[config.mk]
export PLATFORM = sky130hd
export DESIGN_NAME = kp_scanner
export DESIGN_NICKNAME = d
export VERILOG_FILES = /design/src/rtl/kp_pkg.sv /design/src/rtl/kp_row_sync.sv /design/src/rtl/kp_delay_timer.sv /design/src/rtl/kp_scan_ctrl.sv /design/src/rtl/kp_scanner.sv
export SDC_FILE = /design/constraint.sdc
export NUM_CORES = 1
export LEC_CHECK = 0
export BUFFER_PORTS_ARGS = -buffer_cell sky130_fd_sc_hd__buf_2
export CORE_MARGIN = 4
export CORE_UTILIZATION = 53
export CTS_CLUSTER_DIAMETER = 200
export DETAILED_ROUTE_END_ITERATION = 10
export PLACE_DENSITY = 0.77
export SKIP_CTS_REPAIR_TIMING = 1
export SYNTH_ARGS = -nofsm -noshare
export SYNTH_HDL_FRONTEND = slang
export SYNTH_SLANG_ARGS = --single-unit
[constraint.sdc]
create_clock -name clk -period 2.03 [get_ports clk]
set_input_delay 0.3045 -clock clk [delete_from_list [all_inputs] [get_ports clk]]
set_output_delay 0.3045 -clock clk [all_outputs]
set_load 0.01 [all_outputs]
[src/rtl/kp_pkg.sv]
package kp_pkg;

    localparam int KP_ROWS = 4;
    localparam int KP_COLS = 4;
    localparam int KP_CODE_W = KP_ROWS + KP_COLS;

    localparam logic [KP_COLS-1:0] COL_FIRST = ~(KP_COLS'(1) << (KP_COLS - 1));

    typedef enum logic [2:0] {
        ST_IDLE,
        ST_DEBOUNCE,
        ST_SCAN,
        ST_REPORT,
        ST_CLOSE,
        ST_REARM
    } kp_state_e;

    typedef struct packed {
        logic [KP_ROWS-1:0] row;
        logic [KP_COLS-1:0] col;
    } kp_code_t;

    function automatic logic [KP_COLS-1:0] next_col(input logic [KP_COLS-1:0] c);
        return {c[0], c[KP_COLS-1:1]};
    endfunction

    function automatic logic last_col(input logic [KP_COLS-1:0] c);
        return ~c[0];
    endfunction

endpackage

[src/rtl/kp_row_sync.sv]
module kp_row_sync #(
    parameter int W = 4
) (
    input  logic         clk,
    input  logic         rst,
    input  logic [W-1:0] d_i,
    output logic [W-1:0] q_o
);
    logic [W-1:0] meta_q;
    logic [W-1:0] sync_q;

    always_ff @(posedge clk) begin
        if (rst) begin
            meta_q <= '1;
            sync_q <= '1;
        end else begin
            meta_q <= d_i;
            sync_q <= meta_q;
        end
    end

    assign q_o = sync_q;
endmodule

[src/rtl/kp_delay_timer.sv]
module kp_delay_timer #(
    parameter int CNT_W = 8
) (
    input  logic             clk,
    input  logic             rst,
    input  logic             start_i,
    input  logic [CNT_W-1:0] len_i,
    output logic             done_o
);
    logic [CNT_W-1:0] cnt_q;
    logic             run_q;
    logic             done_q;

    always_ff @(posedge clk) begin
        if (rst) begin
            cnt_q  <= '0;
            run_q  <= 1'b0;
            done_q <= 1'b0;
        end else begin
            done_q <= 1'b0;
            if (start_i) begin
                cnt_q <= len_i;
                run_q <= 1'b1;
            end else if (run_q) begin
                if (cnt_q <= CNT_W'(1)) begin
                    run_q  <= 1'b0;
                    done_q <= 1'b1;
                end else begin
                    cnt_q <= cnt_q - CNT_W'(1);
                end
            end
        end
    end

    assign done_o = done_q;

    // a single expiry per load: done never lasts two cycles
    p_done_pulse_r3: assert property (@(posedge clk) disable iff (rst)
        done_o |=> !done_o);
endmodule

[src/rtl/kp_scan_ctrl.sv]
module kp_scan_ctrl
    import kp_pkg::*;
#(
    parameter int DEB_CYC    = 20,
    parameter int SETTLE_CYC = 4,
    parameter int CNT_W      = 8
) (
    input  logic               clk,
    input  logic               rst,
    input  logic [KP_ROWS-1:0] rows_act_i,
    input  logic               tmr_done_i,
    output logic               tmr_start_o,
    output logic [CNT_W-1:0]   tmr_len_o,
    output logic [KP_COLS-1:0] col_o,
    output kp_code_t           code_o,
    output logic               valid_o,
    output logic               busy_o
);
    localparam logic [CNT_W-1:0] DEB_LEN = CNT_W'(DEB_CYC);
    localparam logic [CNT_W-1:0] SET_LEN = CNT_W'(SETTLE_CYC);

    kp_state_e          state_q;
    logic [KP_ROWS-1:0] ref_q;
    logic [KP_ROWS-1:0] latched_q;
    logic [KP_COLS-1:0] drive_q;
    logic               found_q;
    kp_code_t           cand_q;
    kp_code_t           code_q;
    logic               valid_q;
    logic               tstart_q;
    logic [CNT_W-1:0]   tlen_q;

    always_ff @(posedge clk) begin
        if (rst) begin
            state_q   <= ST_IDLE;
            ref_q     <= '0;
            latched_q <= '0;
            drive_q   <= '0;
            found_q   <= 1'b0;
            cand_q    <= '0;
            code_q    <= '0;
            valid_q   <= 1'b0;
            tstart_q  <= 1'b0;
            tlen_q    <= '0;
        end else begin
            tstart_q <= 1'b0;
            valid_q  <= 1'b0;
            case (state_q)
                ST_IDLE: begin
                    drive_q <= '0;
                    if (rows_act_i != ref_q) begin
                        ref_q     <= rows_act_i;
                        latched_q <= rows_act_i;
                        tstart_q  <= 1'b1;
                        tlen_q    <= DEB_LEN;
                        state_q   <= ST_DEBOUNCE;
                    end
                end
                ST_DEBOUNCE: begin
                    if (tmr_done_i) begin
                        tstart_q <= 1'b1;
                        if (latched_q == '0) begin
                            tlen_q  <= DEB_LEN;
                            state_q <= ST_CLOSE;
                        end else begin
                            drive_q <= COL_FIRST;
                            found_q <= 1'b0;
                            tlen_q  <= SET_LEN;
                            state_q <= ST_SCAN;
                        end
                    end
                end
                ST_SCAN: begin
                    if (tmr_done_i) begin
                        if (rows_act_i == latched_q && rows_act_i != '0) begin
                            found_q    <= 1'b1;
                            cand_q.row <= rows_act_i;
                            cand_q.col <= drive_q;
                        end
                        if (last_col(drive_q)) begin
                            state_q <= ST_REPORT;
                        end else begin
                            drive_q  <= next_col(drive_q);
                            tstart_q <= 1'b1;
                            tlen_q   <= SET_LEN;
                        end
                    end
                end
                ST_REPORT: begin
                    valid_q <= found_q;
                    if (found_q) code_q <= cand_q;
                    tstart_q <= 1'b1;
                    tlen_q   <= DEB_LEN;
                    state_q  <= ST_CLOSE;
                end
                ST_CLOSE: begin
                    if (tmr_done_i) begin
                        drive_q  <= '0;
                        tstart_q <= 1'b1;
                        tlen_q   <= SET_LEN;
                        state_q  <= ST_REARM;
                    end
                end
                ST_REARM: begin
                    if (tmr_done_i) state_q <= ST_IDLE;
                end
                default: state_q <= ST_IDLE;
            endcase
        end
    end

    assign tmr_start_o = tstart_q;
    assign tmr_len_o   = tlen_q;
    assign col_o       = drive_q;
    assign code_o      = code_q;
    assign valid_o     = valid_q;
    assign busy_o      = (state_q != ST_IDLE);

    // hold-length tracking for the settle check
    logic [KP_COLS-1:0] col_prev_q;
    logic [7:0]         hold_q;
    always_ff @(posedge clk) begin
        if (rst) begin
            col_prev_q <= '0;
            hold_q     <= '0;
        end else begin
            col_prev_q <= col_o;
            if (col_o != col_prev_q) hold_q <= 8'd1;
            else if (hold_q != 8'hFF) hold_q <= hold_q + 8'd1;
        end
    end

    p_idle_cols_r1: assert property (@(posedge clk) disable iff (rst)
        !busy_o |-> (col_o == '0 && !valid_o));

    p_single_col_r4: assert property (@(posedge clk) disable iff (rst)
        (col_o != '0) |-> ($countones(col_o) == KP_COLS - 1));

    p_first_col_r4: assert property (@(posedge clk) disable iff (rst)
        ($past(col_o) == '0 && col_o != '0) |-> (col_o == COL_FIRST));

    p_col_order_r4: assert property (@(posedge clk) disable iff (rst)
        (col_o != $past(col_o) && $past(col_o) != '0 && col_o != '0)
            |-> (col_o == next_col($past(col_o))));

    p_settle_r4: assert property (@(posedge clk) disable iff (rst)
        (col_o != col_prev_q && col_prev_q != '0) |-> (hold_q >= 8'(SETTLE_CYC)));

    p_code_fmt_r5: assert property (@(posedge clk) disable iff (rst)
        valid_o |-> (code_o.row != '0 && $countones(code_o.col) == KP_COLS - 1));

    p_valid_pulse_r9: assert property (@(posedge clk) disable iff (rst)
        valid_o |=> !valid_o);

    p_code_hold_r9: assert property (@(posedge clk) disable iff (rst)
        !valid_o |-> $stable(code_o));

    p_release_quiet_r8: assert property (@(posedge clk) disable iff (rst)
        (busy_o && latched_q == '0) |-> (!valid_o && col_o == '0));
endmodule

[src/rtl/kp_scanner.sv]
module kp_scanner
    import kp_pkg::*;
#(
    parameter int DEB_CYC    = 1000000,
    parameter int SETTLE_CYC = 4
) (
    input  logic                 clk,
    input  logic                 rst,
    input  logic [KP_ROWS-1:0]   row_n_i,
    output logic [KP_COLS-1:0]   col_o,
    output logic [KP_CODE_W-1:0] key_code_o,
    output logic                 key_valid_o,
    output logic                 busy_o
);
    localparam int MAX_CYC = (DEB_CYC > SETTLE_CYC) ? DEB_CYC : SETTLE_CYC;
    localparam int CNT_W   = $clog2(MAX_CYC + 1);

    logic [KP_ROWS-1:0] rows_sync;
    logic [KP_ROWS-1:0] rows_act;
    logic               tmr_start;
    logic [CNT_W-1:0]   tmr_len;
    logic               tmr_done;
    kp_code_t           code;

    kp_row_sync #(.W(KP_ROWS)) u_sync (
        .clk (clk),
        .rst (rst),
        .d_i (row_n_i),
        .q_o (rows_sync)
    );

    assign rows_act = ~rows_sync;

    kp_delay_timer #(.CNT_W(CNT_W)) u_timer (
        .clk     (clk),
        .rst     (rst),
        .start_i (tmr_start),
        .len_i   (tmr_len),
        .done_o  (tmr_done)
    );

    kp_scan_ctrl #(
        .DEB_CYC    (DEB_CYC),
        .SETTLE_CYC (SETTLE_CYC),
        .CNT_W      (CNT_W)
    ) u_ctrl (
        .clk         (clk),
        .rst         (rst),
        .rows_act_i  (rows_act),
        .tmr_done_i  (tmr_done),
        .tmr_start_o (tmr_start),
        .tmr_len_o   (tmr_len),
        .col_o       (col_o),
        .code_o      (code),
        .valid_o     (key_valid_o),
        .busy_o      (busy_o)
    );

    assign key_code_o = code;
endmodule

==> impl_metrics.csv <==
group,metric,value,unit
grt,grt_max_degree,26,
drt,viasPerCell,5.46,
power_and_ir_drop,switching_share,0.399,
logic_synthesis,synth_edf_count,0,
logic_synthesis,synth_seq_area_share,0.463,
hold_path,whs_endpoint,"u_sync.meta_q[2]",
clock_network,cts_root_buf,"clkbuf_8",
sta,slew_violations,0,
setup_path,critical-path-max-stage-delay,560,ps
logic_synthesis,async_flop_share,0,
setup_path,cp_max_fo,5,
final_layout,multi_input_area,1350,sq um
setup_path,cp.arrival,2160,ps
setup_path,rr_endpoint,"u_timer.cnt_q[18]",
grt,antenna_found_initial,0,
final_layout,area_growth,14.2,%
power_and_ir_drop,power_frac_seq,0.358,
hold_path,hold_depth,2,
setup_path,path_cells,"or4_4 > or4_4 > nand4_1 > xnor2_1 > o21a_1",
logic_synthesis,ys_warn_count,0,
sta,grt_setup_unrepaired,"yes",
sta,min_period_over_period,0.952,
setup_path,endpoint_kind,"register",
final_layout,layout_commonest_cell,"dfxtp_1",
clock_network,worstSkewPairLatency,330,ps
final_layout,mostFrequentLayoutCells,"62 x dfxtp_1, 41 x nor2_1, 30 x a21oi_1",
logic_synthesis,synth.distinct_cells,44,
clock_network,cts_buffers,9,
floorplan,die_x,79.1,microns
sta,maxSlewHeadroom,0.635,
sta,max_freq,0.518,GHz
clock_network,cts_sinks,62,
power_and_ir_drop,comb_power_share,0.456,
logic_synthesis,avgSynthCellArea,8.73,sq um
final_layout,fill_cells,435,
sta,setup_viol,0,
clock_network,clock_path_buffers,2,
placed_design,dpl_worst_slack,-47.5,ps
sta,tightestPinTransition,548,ps
setup_path,cp_slowest_cell,"or4_4",
floorplan,core_area,4820,sq um
drt,drtPass1Iterations,4,
drt,drt-total-wl,5.02,mm
logic_synthesis,ys_seq_elements,62,
setup_path,reg2reg_depth,5,
final_layout,seq_area,1240,sq um
sta,finalClockSkew,6.25,ps
outcome,status,"finished, final reports clean",
placed_design,dpl.hpwl,3.51,mm
drt,drc,0,
logic_synthesis,syn_inst,307,
floorplan,pin_count,20,
drt,vias,2189,
final_layout,fin_nets,340,
sta,period_needed,1930,ps
floorplan,core.rowCount,25,
grt,grt_pass1_wl,8.96,mm
final_layout,drive_above_1_share,0.198,
sta,fin_ws,97.8,ps
setup_path,cp.required,2260,ps
power_and_ir_drop,power_density,1570,nW/um^2
placed_design,portBuffers,19,
power_and_ir_drop,power_switching,0.00192,W
setup_path,ff2ff_setup_slack,100,ps
floorplan,die_area,6260,sq um
clock_network,cts_tree,"done",
setup_path,cp_common_cell,"or4_4",
power_and_ir_drop,internal_power,0.00290,W
floorplan,fp.dieH,79.1,microns
logic_synthesis,synth_nets,315,
grt,grt.total_usage,0.181,
grt,gr-total-overflow,0,
job,cap_viol_max_count,0,
hold_path,min_from,"row_n_i[2]",
drt,wl_per_cell,12.5,microns
power_and_ir_drop,power.total,0.00482,W
drt,postRouteAntennaNets,0,
grt,first_global_vias,2018,
setup_path,crit_type,"reg2reg",
final_layout,diodes,0,
power_and_ir_drop,irDropWorstVdd,1200,uV
setup_path,cp-start-kind,"register",
power_and_ir_drop,p_leak,1.18,nW
drt,drtIter0Drc,182,
clock_network,cts.clk_slew.worst_paths,60,ps
floorplan,initial_core_util,0.557,
power_and_ir_drop,p_clk_frac,0.186,
placed_design,place_congestion,0.816,
logic_synthesis,netlist_area,2680,sq um
setup_path,worst_r2r_startpoint,"u_timer.cnt_q[14]",
hold_path,hold_path_class,"in2reg",
logic_synthesis,synthFlopType,"dfxtp_1",
clock_network,htreeDepth,3,
sta,hold_viol,0,
## cell usage after synthesis (7+ instances only)
cell      count  area share
a211oi_1     12       0.034
a21oi_1      31       0.058
clkbuf_1     14       0.020
dfxtp_1      62        0.46
inv_1         9       0.013
nand2_1      24       0.034
nor2_1       41       0.057
nor3_1        7       0.013
o21a_1        8       0.022
or2_2         9       0.021
xnor2_1      11       0.036
xor2_1        9       0.029
## kinds of logic after synthesis
| family | Yosys count | share of synthesized area |
|---|---|---|
| buffers and inverters | 27 | 0.0415 |
| AO/OA/AOI/OAI | 72 | 0.172 |
| adder cells (fa/ha/maj) | 2 | 0.00933 |
| flip-flops | 62 | 0.463 |
| multiplexers | 4 | 0.0149 |
| XOR/XNOR | 20 | 0.0653 |
| AND/OR/NAND/NOR | 120 | 0.234 |
## power groups by stage
| stage | registers, W | logic [W] | clock network [W] |
|---|---|---|---|
| after global placement | 0.00173 | 0.00205 | 0 |
| after global routing | 0.00177 | 0.00244 | 0.000995 |
| after CTS | 0.00172 | 0.00209 | 0.000927 |
| final | 0.00173 | 0.00220 | 0.000896 |
| after floorplan | 0.00167 | 0.00165 | 0 |
| after detailed placement | 0.00174 | 0.00208 | 0 |
## worst max-delay path, delay by kind of cell, from the launching register on
| kind | cells | cell delay [ps] |
|---|---|---|
| xor gates and xnor gates | 1 | 80 |
| and+or+nand+nor | 3 | 1240 |
| DFF | 1 | 340 |
| AOI/OAI and AO/OA | 1 | 170 |
## registers in the layout, indices dropped and copies added (netlist names)
name                cells
u_sync.meta_q           4
u_sync.q_o              4
u_ctrl.state_q          3
u_ctrl.tmr_len_o        2
u_timer.cnt_q          20
u_ctrl.cand_q           8
u_ctrl.latched_q        4
u_timer.done_o          1
u_ctrl.tmr_start_o      1
u_ctrl.valid_o          1
u_ctrl.found_q          1
u_ctrl.col_o            4
u_ctrl.code_o           8
u_timer.run_q           1
## per-stage QoR
| stage | utilization | setup TNS (ps) | std cells | area [sq um] | hold WS (ps) |
|---|---|---|---|---|---|
| 2_1_floorplan | - | 0 | 307 | 2680 | 389 |
| 3_3_place_gp | 0.598 | 0 | 388 | 2880 | 391 |
| 3_5_place_dp | 0.598 | -102 | 388 | 2880 | 393 |
| 4_1_cts | 0.631 | -117 | 401 | 3040 | 142 |
| 5_1_grt | 0.636 | -3.83 | 401 | 3060 | 135 |
| 6_report | 0.636 | 0 | 401 | 3060 | 158 |
## cell type report
cell class / count / area share
clock buffer: 11 / 0.0494
clock inverter: 2 / 0.00327
inverter: 9 / 0.0110
multi-input combinational: 218 / 0.441
sequential: 62 / 0.405
tap: 67 / 0.0274
timing repair buffer: 32 / 0.0629
## layer usage
layer  GRT usage  wire (microns)  vias to the layer above
li1            -               -                     1128
met1       0.229            2410                     1012
met2       0.278            2330                       45
met3      0.0703             241                        4
met4      0.0722              41                        0
met5           0               0                        -
## worst max path at each step
| stage | startpoint | to | cells after the start |
|---|---|---|---|
| finish | u_timer.cnt_q[14] | u_timer.cnt_q[18] | 5 |
| global route | u_timer.cnt_q[0] | u_timer.cnt_q[4] | 8 |
| CTS | u_timer.cnt_q[0] | u_timer.cnt_q[4] | 8 |
| detailed placement | u_timer.cnt_q[0] | u_timer.cnt_q[4] | 8 |
| global placement | u_timer.cnt_q[0] | u_timer.cnt_q[11] | 8 |
| floorplan | u_timer.cnt_q[13] | u_timer.cnt_q[9] | 6 |
Note: power is estimated with default switching activity, not from simulation.
